**src/rtl/wdg_pkg.sv**
```systemverilog
package wdg_pkg;
  localparam int DATA_W = 16;
  localparam int ADDR_W = 2;

  typedef enum logic [ADDR_W-1:0] {
    A_KEY  = 2'd0,
    A_PSC  = 2'd1,
    A_RLD  = 2'd2,
    A_STAT = 2'd3
  } wdg_addr_e;

  localparam logic [DATA_W-1:0] KEY_UNLOCK = 16'h5555;
  localparam logic [DATA_W-1:0] KEY_RELOAD = 16'hAAAA;
  localparam logic [DATA_W-1:0] KEY_START  = 16'hCCCC;
endpackage

```
**src/rtl/wdg_keyctl.sv**
```systemverilog
module wdg_keyctl
  import wdg_pkg::*;
(
  input  logic              clk,
  input  logic              rst_n,
  input  logic              key_wr,
  input  logic [DATA_W-1:0] key_data,
  output logic              unlocked,
  output logic              start_p,
  output logic              reload_p
);
  // Command pulses are combinational so they act on the write edge itself
  assign start_p  = key_wr && (key_data == KEY_START);
  assign reload_p = key_wr && (key_data == KEY_RELOAD);

  always_ff @(posedge clk or negedge rst_n) begin
    if (!rst_n)      unlocked <= 1'b0;
    else if (key_wr) unlocked <= (key_data == KEY_UNLOCK);
  end
endmodule

```
**src/rtl/wdg_cfg_shadow.sv**
```systemverilog
module wdg_cfg_shadow #(
  parameter int          W       = 12,
  parameter logic [W-1:0] RST_VAL = '0,
  parameter int          SETTLE  = 4
) (
  input  logic         clk,
  input  logic         rst_n,
  input  logic         wr,
  input  logic [W-1:0] wdata,
  output logic         busy,
  output logic [W-1:0] value
);
  localparam int CW = $clog2(SETTLE + 1);

  logic [CW-1:0] cnt;
  logic [W-1:0]  pend;

  assign busy = (cnt != '0);

  always_ff @(posedge clk or negedge rst_n) begin
    if (!rst_n) begin
      cnt   <= '0;
      pend  <= RST_VAL;
      value <= RST_VAL;
    end else if (wr) begin
      // a fresh write restarts the settling window
      cnt  <= CW'(SETTLE);
      pend <= wdata;
    end else if (busy) begin
      cnt <= cnt - 1'b1;
      if (cnt == CW'(1)) value <= pend;
    end
  end
endmodule

```
**src/rtl/wdg_prescaler.sv**
```systemverilog
module wdg_prescaler #(
  parameter int PSC_W        = 3,
  parameter int DIV_MIN_LOG2 = 2,
  parameter int DIV_STEPS    = 7
) (
  input  logic             clk,
  input  logic             rst_n,
  input  logic             run,
  input  logic             clear,
  input  logic [PSC_W-1:0] code,
  output logic             tick
);
  localparam int DW = DIV_MIN_LOG2 + DIV_STEPS - 1;

  logic [DW-1:0] div_q;
  logic [DW-1:0] thr;
  logic [DW:0]   span;
  int            sat;

  always_comb begin
    sat  = (int'(code) >= DIV_STEPS) ? DIV_STEPS - 1 : int'(code);
    span = (DW+1)'(1) << (DIV_MIN_LOG2 + sat);
    thr  = DW'(span - 1'b1);
  end

  // >= keeps a shrink of the ratio from skipping the terminal count
  assign tick = run && !clear && (div_q >= thr);

  always_ff @(posedge clk or negedge rst_n) begin
    if (!rst_n)                     div_q <= '0;
    else if (clear || !run || tick) div_q <= '0;
    else                            div_q <= div_q + 1'b1;
  end
endmodule

```
**src/rtl/wdg_downcount.sv**
```systemverilog
module wdg_downcount #(
  parameter int W = 12
) (
  input  logic         clk,
  input  logic         rst_n,
  input  logic         load,
  input  logic [W-1:0] load_val,
  input  logic         tick,
  output logic         req
);
  logic [W-1:0] cnt;

  always_ff @(posedge clk or negedge rst_n) begin
    if (!rst_n) begin
      cnt <= '1;
      req <= 1'b0;
    end else begin
      req <= tick && (cnt == '0) && !load;
      if (load)                         cnt <= load_val;
      else if (tick && cnt == '0)       cnt <= load_val;
      else if (tick)                    cnt <= cnt - 1'b1;
    end
  end
endmodule

```
**src/rtl/keyed_watchdog.sv**
```systemverilog
module keyed_watchdog
  import wdg_pkg::*;
#(
  parameter int RLD_W        = 12,
  parameter int PSC_W        = 3,
  parameter int SETTLE       = 4,
  parameter int DIV_MIN_LOG2 = 2,
  parameter int DIV_STEPS    = 7
) (
  input  logic              clk,
  input  logic              rst_n,
  input  logic              bus_wr,
  input  logic [ADDR_W-1:0] bus_addr,
  input  logic [DATA_W-1:0] bus_wdata,
  output logic [DATA_W-1:0] bus_rdata,
  output logic              wdt_reset_req
);
  logic             unlocked, start_p, reload_p;
  logic             run_q, load, tick;
  logic             psc_busy, rld_busy;
  logic [PSC_W-1:0] psc_val;
  logic [RLD_W-1:0] rld_val;

  wdg_keyctl u_key (
    .clk      (clk),
    .rst_n    (rst_n),
    .key_wr   (bus_wr && bus_addr == A_KEY),
    .key_data (bus_wdata),
    .unlocked (unlocked),
    .start_p  (start_p),
    .reload_p (reload_p)
  );

  wdg_cfg_shadow #(.W(PSC_W), .RST_VAL('0), .SETTLE(SETTLE)) u_psc_reg (
    .clk   (clk),
    .rst_n (rst_n),
    .wr    (bus_wr && bus_addr == A_PSC && unlocked),
    .wdata (bus_wdata[PSC_W-1:0]),
    .busy  (psc_busy),
    .value (psc_val)
  );

  wdg_cfg_shadow #(.W(RLD_W), .RST_VAL('1), .SETTLE(SETTLE)) u_rld_reg (
    .clk   (clk),
    .rst_n (rst_n),
    .wr    (bus_wr && bus_addr == A_RLD && unlocked),
    .wdata (bus_wdata[RLD_W-1:0]),
    .busy  (rld_busy),
    .value (rld_val)
  );

  always_ff @(posedge clk or negedge rst_n) begin
    if (!rst_n)       run_q <= 1'b0;
    else if (start_p) run_q <= 1'b1;
  end

  // a start only reloads when stopped; a refresh always reloads
  assign load = reload_p || (start_p && !run_q);

  wdg_prescaler #(.PSC_W(PSC_W), .DIV_MIN_LOG2(DIV_MIN_LOG2), .DIV_STEPS(DIV_STEPS)) u_div (
    .clk   (clk),
    .rst_n (rst_n),
    .run   (run_q),
    .clear (load),
    .code  (psc_val),
    .tick  (tick)
  );

  wdg_downcount #(.W(RLD_W)) u_cnt (
    .clk      (clk),
    .rst_n    (rst_n),
    .load     (load),
    .load_val (rld_val),
    .tick     (tick),
    .req      (wdt_reset_req)
  );

  always_comb begin
    bus_rdata = '0;
    case (bus_addr)
      A_PSC:   bus_rdata = DATA_W'(psc_val);
      A_RLD:   bus_rdata = DATA_W'(rld_val);
      A_STAT:  bus_rdata = DATA_W'({rld_busy, psc_busy});
      default: bus_rdata = '0;
    endcase
  end
endmodule

```
**config.mk**
```make
export PLATFORM = sky130hd
export DESIGN_NAME = keyed_watchdog
export DESIGN_NICKNAME = d
export VERILOG_FILES = /design/src/rtl/wdg_pkg.sv /design/src/rtl/wdg_keyctl.sv /design/src/rtl/wdg_cfg_shadow.sv /design/src/rtl/wdg_prescaler.sv /design/src/rtl/wdg_downcount.sv /design/src/rtl/keyed_watchdog.sv
export SDC_FILE = /design/constraint.sdc
export NUM_CORES = 1
export LEC_CHECK = 0
export CORE_ASPECT_RATIO = 1.2
export CORE_MARGIN = 2
export CORE_UTILIZATION = 45
export DETAILED_ROUTE_END_ITERATION = 8
export GPL_TIMING_DRIVEN = 1
export MAX_ROUTING_LAYER = met4
export PLACE_DENSITY = 0.69
export SETUP_SLACK_MARGIN = 0.5
export SLEW_MARGIN = 15
export SYNTH_ARGS = -nofsm -noshare
export SYNTH_HDL_FRONTEND = slang
export SYNTH_SLANG_ARGS = --single-unit
```
**constraint.sdc**
```tcl
create_clock -name clk -period 2.4 [get_ports clk]
set_input_delay 0.36 -clock clk [delete_from_list [all_inputs] [get_ports clk]]
set_output_delay 0.36 -clock clk [all_outputs]
set_load 0.01 [all_outputs]
```
* Word-level counts from Yosys, hierarchy flattened
Cells that the tools add are included. W data, S select, Z words.
Storage, ports and cells: input port bits 21, register bits after elaboration 59, output and inout port bits 17
Operators by class: reduce and logical (&&, ||, !) cells 26, equality and inequality tests 8, $lt $le $gt $ge 2, shift operators 1, mux-type cells 10, bitwise logic cells 2, add/sub/neg operators 6
Operators by type and width (number):
- $mux W12 | 3
- $pmux W12 S3 | 1
- $add A3 B32 Y32 const A | 1
- $eq A16 B16 Y1 const B | 2
- $shl A1 B32 Y8 const A | 1
- $eq A16 B15 Y1 const B | 1
- $mux W3 | 5
- $logic_and A1 B1 Y1 | 12
- $logic_not A12 Y1 | 1
- $sub A12 B1 Y12 const B | 1
- $reduce_bool A3 Y1 | 3
- $add A8 B1 Y8 const B | 1
- $ge A8 B8 Y1 | 1
- $mux W8 | 1
- $sub A8 B1 Y8 const B | 1
- $eq A3 B1 Y1 const B | 2
- $reduce_and A3 Y1 | 2
- $sub A3 B1 Y3 const B | 2
- $eq A2 B2 Y1 const B | 2
- $reduce_bool A2 Y1 | 2
- $ge A3 B3 Y1 const B | 1
- $logic_or A1 B1 Y1 | 3
- $eq A2 B1 Y1 const B | 1
- $logic_not A1 Y1 | 2
- other kinds (2) | 3

* Longest topological paths before layout
word-level depth 11, gate-level depth with buffers 13, depth with buffers taken out 11

* By module
From an unflattened synthesis, not the netlist that was laid out.
Unflattened totals: cell total of the unflattened synthesis 303, area, all modules 3372.0 sq um
Modules (own cells, without submodules):
- wdg_cfg_shadow at u_rld_reg | seq. area each 705.7 sq um, instances 1, cells each 68, area each 1118.6 sq um
- wdg_downcount | seq. area each 340.3 sq um, instances 1, cells each 99, area each 885.8 sq um
- wdg_prescaler | seq. area each 200.2 sq um, instances 1, cells each 60, area each 579.3 sq um
- wdg_cfg_shadow at u_psc_reg | seq. area each 225.2 sq um, instances 1, cells each 30, area each 419.2 sq um
- keyed_watchdog | seq. area each 25.0 sq um, instances 1, cells each 29, area each 224.0 sq um
- wdg_keyctl | seq. area each 25.0 sq um, instances 1, cells each 17, area each 145.1 sq um

* Worst setup path after synthesis
OpenSTA, ideal clock, no wires.
path kind flip-flop to flip-flop, start point register u_psc_reg.value[1], end point register u_cnt.cnt[7], data required time 2.319 ns, buffers on the path 0, period minus slack after synthesis 2.536 ns, setup slack -0.136 ns, arrival time 2.455 ns, cell stages (with the launch flop) 12, cell sequence dfrtp_1 -> inv_1 -> ha_1 -> nand2b_1 -> o21ai_0 -> o31ai_1 -> ha_1 -> nand4_1 -> a21oi_2 -> o21ai_0 -> or3_4 -> o221a_1
Between the ends: word-level cells in the longest chain between the ends 10, elaborated cells on any way between the ends 11, those cells by class add/sub (2); order compare (2); shift (1); mux (3); reduce/logical (3)
Ends and longest elaborated chain:
- from (decl) | RTL line wdg_cfg_shadow.sv:11 | output logic [W-1:0] value
- from (signal assigned) | RTL line wdg_cfg_shadow.sv:31 | if (cnt == CW'(1)) value <= pend;
- $ge A3 B3 Y1 | RTL line wdg_prescaler.sv:21 | sat = (int'(code) >= DIV_STEPS) ? DIV_STEPS - 1 : int'(code);
- $mux W3 * | RTL line wdg_prescaler.sv:21
- $add A3 B32 Y32 * | RTL line wdg_prescaler.sv:22 | span = (DW+1)'(1) << (DIV_MIN_LOG2 + sat);
- $shl A1 B32 Y8 * | RTL line wdg_prescaler.sv:22
- $sub A8 B1 Y8 * | RTL line wdg_prescaler.sv:23 | thr = DW'(span - 1'b1);
- $ge A8 B8 Y1 * | RTL line wdg_prescaler.sv:27 | assign tick = run && !clear && (div_q >= thr);
- $logic_and A1 B1 Y1 * | RTL line wdg_prescaler.sv:27
- $logic_and A1 B1 Y1 | RTL line wdg_downcount.sv:20 | else if (tick && cnt == '0) cnt <= load_val;
- $mux W12 | RTL line wdg_downcount.sv:20
- $mux W12 | RTL line wdg_downcount.sv:19 | if (load) cnt <= load_val;
- to (signal assigned) | RTL line wdg_downcount.sv:19
- to (signal assigned) | RTL line wdg_downcount.sv:20
- to (signal assigned) | RTL line wdg_downcount.sv:21 | else if (tick) cnt <= cnt - 1'b1;
- to (decl) | RTL line wdg_downcount.sv:11 | logic [W-1:0] cnt;
Mark *: on every way between the ends. The rest lies on a longest branch, timed or not. A chain may end at the register's enable or synchronous reset.

* Worst setup path in the final report
start point register u_psc_reg.value[1], end point register u_cnt.cnt[10]
The elaborated chain is that of the path after synthesis.

==> impl_metrics.py <==
metrics = {
    "power": {
        "irDropWorstVdd_mv": 0.609,
        "p_leak_nw": 2.05,
        "power.density_nw_per_um2": 617,
    },
    "grt": {
        "grt_pass1_vias": 2826,
        "grt_max_degree": 22,
        "grt-ovfl-total": 0,
        "grt_usage_pct": 21.5,
        "antenna_found_initial": 0,
        "grt_pass1_wl_um": 13500,
    },
    "sta": {
        "finalMaxSlewViolations": 0,
        "whs_ps": 483,
        "grt_setup_unrepaired": "yes",
        "slew_headroom_pct": 50.6,
        "final.period_utilization_pct": 107,
        "period_minus_slack_ps": 2560,
        "max_freq_mhz": 390,
        "worst_pin_slew_ps": 736,
        "skew_ps": 5.43,
        "setup-violations-final": 17,
        "fin_ws_ps": -164,
        "finalHoldViolCount": 0,
    },
    "detailed_routing": {
        "ant_nets": 0,
        "wirelength_um": 8330,
        "num_vias": 2723,
        "drc": 0,
        "routedWlPerCell_um": 17.0,
        "drt_iter0_drc": 97,
        "via_per_inst": 5.55,
        "first_pass_iters": 4,
    },
    "cts": {
        "cts_max_level": 3,
        "root_buffer": "clkbuf_8",
        "cts_made_buffers": 9,
        "clk_path_buf_depth": 2,
        "cts_num_sinks": 59,
        "path_clk_slew_ps": 70,
        "cts_tree": "done",
        "clk_latency_ps": 340,
    },
    "yosys": {
        "synth_warnings": 0,
        "yosys-top-cells-count": "dfstp_2 (36), mux2_2 (25), dfrtp_1 (23), nand2_1 (20), nor2_1 (20)",
        "postSynthRegisterBits": 59,
        "yosysMostFrequentCell": "dfstp_2",
        "synth_top_area_share_pct": 28.2,
        "synth_flop_cell": "dfstp_2",
        "synth-edff-count": 0,
        "synth.avg_cell_area_um2": 10.9,
        "seq_area_frac_synth_pct": 45.3,
        "yosys-top-cells-area": "dfstp_2 (28%), dfrtp_1 (17%), mux2_2 (8.4%)",
        "synth_top_area_cell": "dfstp_2",
        "syn_area_um2": 3360,
        "async_flop_share_pct": 100,
        "synth_cell_type_count": 57,
        "synthCells": 308,
    },
    "worst_setup_path": {
        "critPathMaxFanout": 6,
        "crit_chain": "inv_2 > ha_4 > nand2b_4 > o21ai_2 > o31ai_1 > ha_1 > nand4_1 > a21oi_2 > o211ai_1 > o31a_1 > o32a_1",
        "slowest_stage": "dfrtp_2",
        "required_ps": 2670,
        "cp-start-kind": "flop",
        "path_class": "flop to flop",
        "arrival_ps": 2830,
        "crit_path_end_kind": "flop",
        "cp_top_family": "compound AO/OA/AOI/OAI gates",
        "timing.critical_path.buf_inv": 1,
        "max_stage_delay_ps": 450,
    },
    "placed_design": {
        "dp_hpwl_um": 5730,
        "gp_congestion": 0.850,
        "pre_cts_ws_ps": -260,
        "place_area_um2": 4060,
        "port_buffers": 33,
        "placed_cells": 457,
    },
    "floorplanning": {
        "num_rows": 34,
        "core_area_um2": 7230,
        "ios": 38,
        "floorplan.initialDensity_pct": 46.5,
        "die_h_um": 98.7,
        "die_w_um": 82.9,
        "die_area_um2": 8180,
    },
    "final_layout": {
        "area_growth_pct": 36.8,
        "final_area_um2": 4600,
        "fillCellCount": 576,
        "stdcell_count": 491,
        "nets": 436,
        "layout-drive-gt1-share_pct": 44.1,
        "antenna_cells": 0,
        "post-route-util_pct": 63.6,
    },
    "run_status": {
        "status": "complete, but fails checks",
        "violations": "negative setup slack",
    },
    "run": {
        "cap_viol_max_count": 0,
    },
    "hold_path": {
        "hold_path_class": "flop to flop",
    },
}
[worst register-to-register path, stage by stage (launching register included)]
cell and delay (ps):
dfrtp_2 450, inv_2 80, ha_4 280, nand2b_4 70, o21ai_2 110, o31ai_1 80
ha_1 320, nand4_1 110, a21oi_2 210, o211ai_1 220, o31a_1 300, o32a_1 280
[report_power, final]
| part | internal (mW) | switching (mW) | leakage, nW | total (mW) |
|---|---|---|---|---|
| Combinational | 0.359 | 0.283 | 1.25 | 0.642 |
| Clock | 0.698 | 0.401 | 0.122 | 1.10 |
| Sequential | 1.05 | 0.0398 | 0.676 | 1.09 |
| Total | 2.11 | 0.724 | 2.05 | 2.84 |
[placed cells by master (no fill, tap or decap), types with 6 or more instances in the layout]
master / n
mux2_2: 25
nand2_1: 19
clkdlybuf4s50_1: 18
clkbuf_8: 13
and2_1: 10
inv_1: 9
dlygate4sd2_1: 11
nor2_1: 18
inv_2: 6
o21ai_0: 8
nand3_1: 14
dfstp_2: 36
xor2_1: 8
dfrtp_1: 21
buf_4: 47
and3_1: 6
ha_1: 14
o211ai_1: 7
[cell type report]
cell class	count	area, um2	area share (%)
Multi-Input combinational cell	225	1920	41.8
Sequential cell	59	1520	33.2
Timing Repair Buffer	86	738	16.1
Clock buffer	13	179	3.89
Tap cell	90	113	2.45
Clock inverter	3	67.6	1.47
Inverter	15	56.3	1.22
[per-layer routing]
metal	up-vias	share of wire [%]	track usage, %
met5	-	0	-
met4	0	2.3	8.83
met3	18	3.4	4.10
met2	80	54	38.1
met1	1343	40	23.7
li1	1282	-	-
[kinds of logic after synthesis]
| logic type | after synthesis | share of synthesized area (%) |
|---|---|---|
| simple gates | 106 | 18.4 |
| fa+ha+maj | 19 | 7.08 |
| other cells | 1 | 0.112 |
| flops | 59 | 45.3 |
| xor+xnor | 12 | 3.13 |
| compound gates | 54 | 12.0 |
| mux | 30 | 9.98 |
| buf+inv | 27 | 4.02 |
[path summary, 6_finish.rpt]
| path | startpoint | to | slack [ps] | cells past startpoint |
|---|---|---|---|---|
| min in group asynchronous | rst_n | u_psc_reg.cnt[1]$_DFFE_PN0P_ | 520 | 2 |
| max in group asynchronous | rst_n | u_cnt.cnt[8]$_DFFE_PN1P_ | 1170 | 3 |
| worst max-delay path | u_psc_reg.value[1]$_DFFE_PN0P_ | u_cnt.cnt[10]$_DFFE_PN1P_ | -160 | 11 |
| worst min-delay path | u_psc_reg.pend[2]$_DFFE_PN0P_ | u_psc_reg.pend[2]$_DFFE_PN0P_ | 480 | 2 |
| worst min register to register | u_psc_reg.pend[2]$_DFFE_PN0P_ | u_psc_reg.pend[2]$_DFFE_PN0P_ | 480 | 2 |
| worst max register to register | u_psc_reg.value[1]$_DFFE_PN0P_ | u_cnt.cnt[10]$_DFFE_PN1P_ | -160 | 11 |
[what timing repair did]
item / 4_1_cts / 5_1_grt
hold endpoints to repair: 14 / 0
cloned: 1 / 0
endpoints found under the setup margin: 33 / 23
buffers inserted: 12 / 4
hold buffers: 1 / 0
pin swaps: 13 / 7
gates resized for setup: 58 / 7
[metrics by stage]
| stage | TNS, ps | total power, mW |
|---|---|---|
| floorplan | 0 | 1.38 |
| global placement | -313 | 1.52 |
| detailed placement | -2060 | 1.54 |
| CTS | -516 | 2.77 |
| global route | -3740 | 2.99 |
| finish | -1160 | 2.84 |
[state kept, by name, indices dropped and copies added, names as in the netlist]
register / flops
u_rld_reg.value: 12
u_cnt.cnt: 12
u_psc_reg.value: 3
u_rld_reg.cnt: 3
u_cnt.req: 1
run_q: 1
u_psc_reg.pend: 3
u_rld_reg.pend: 12
u_div.div_q: 8
u_psc_reg.cnt: 3
u_key.unlocked: 1
No activity file was read; power rests on OpenSTA's default activity.
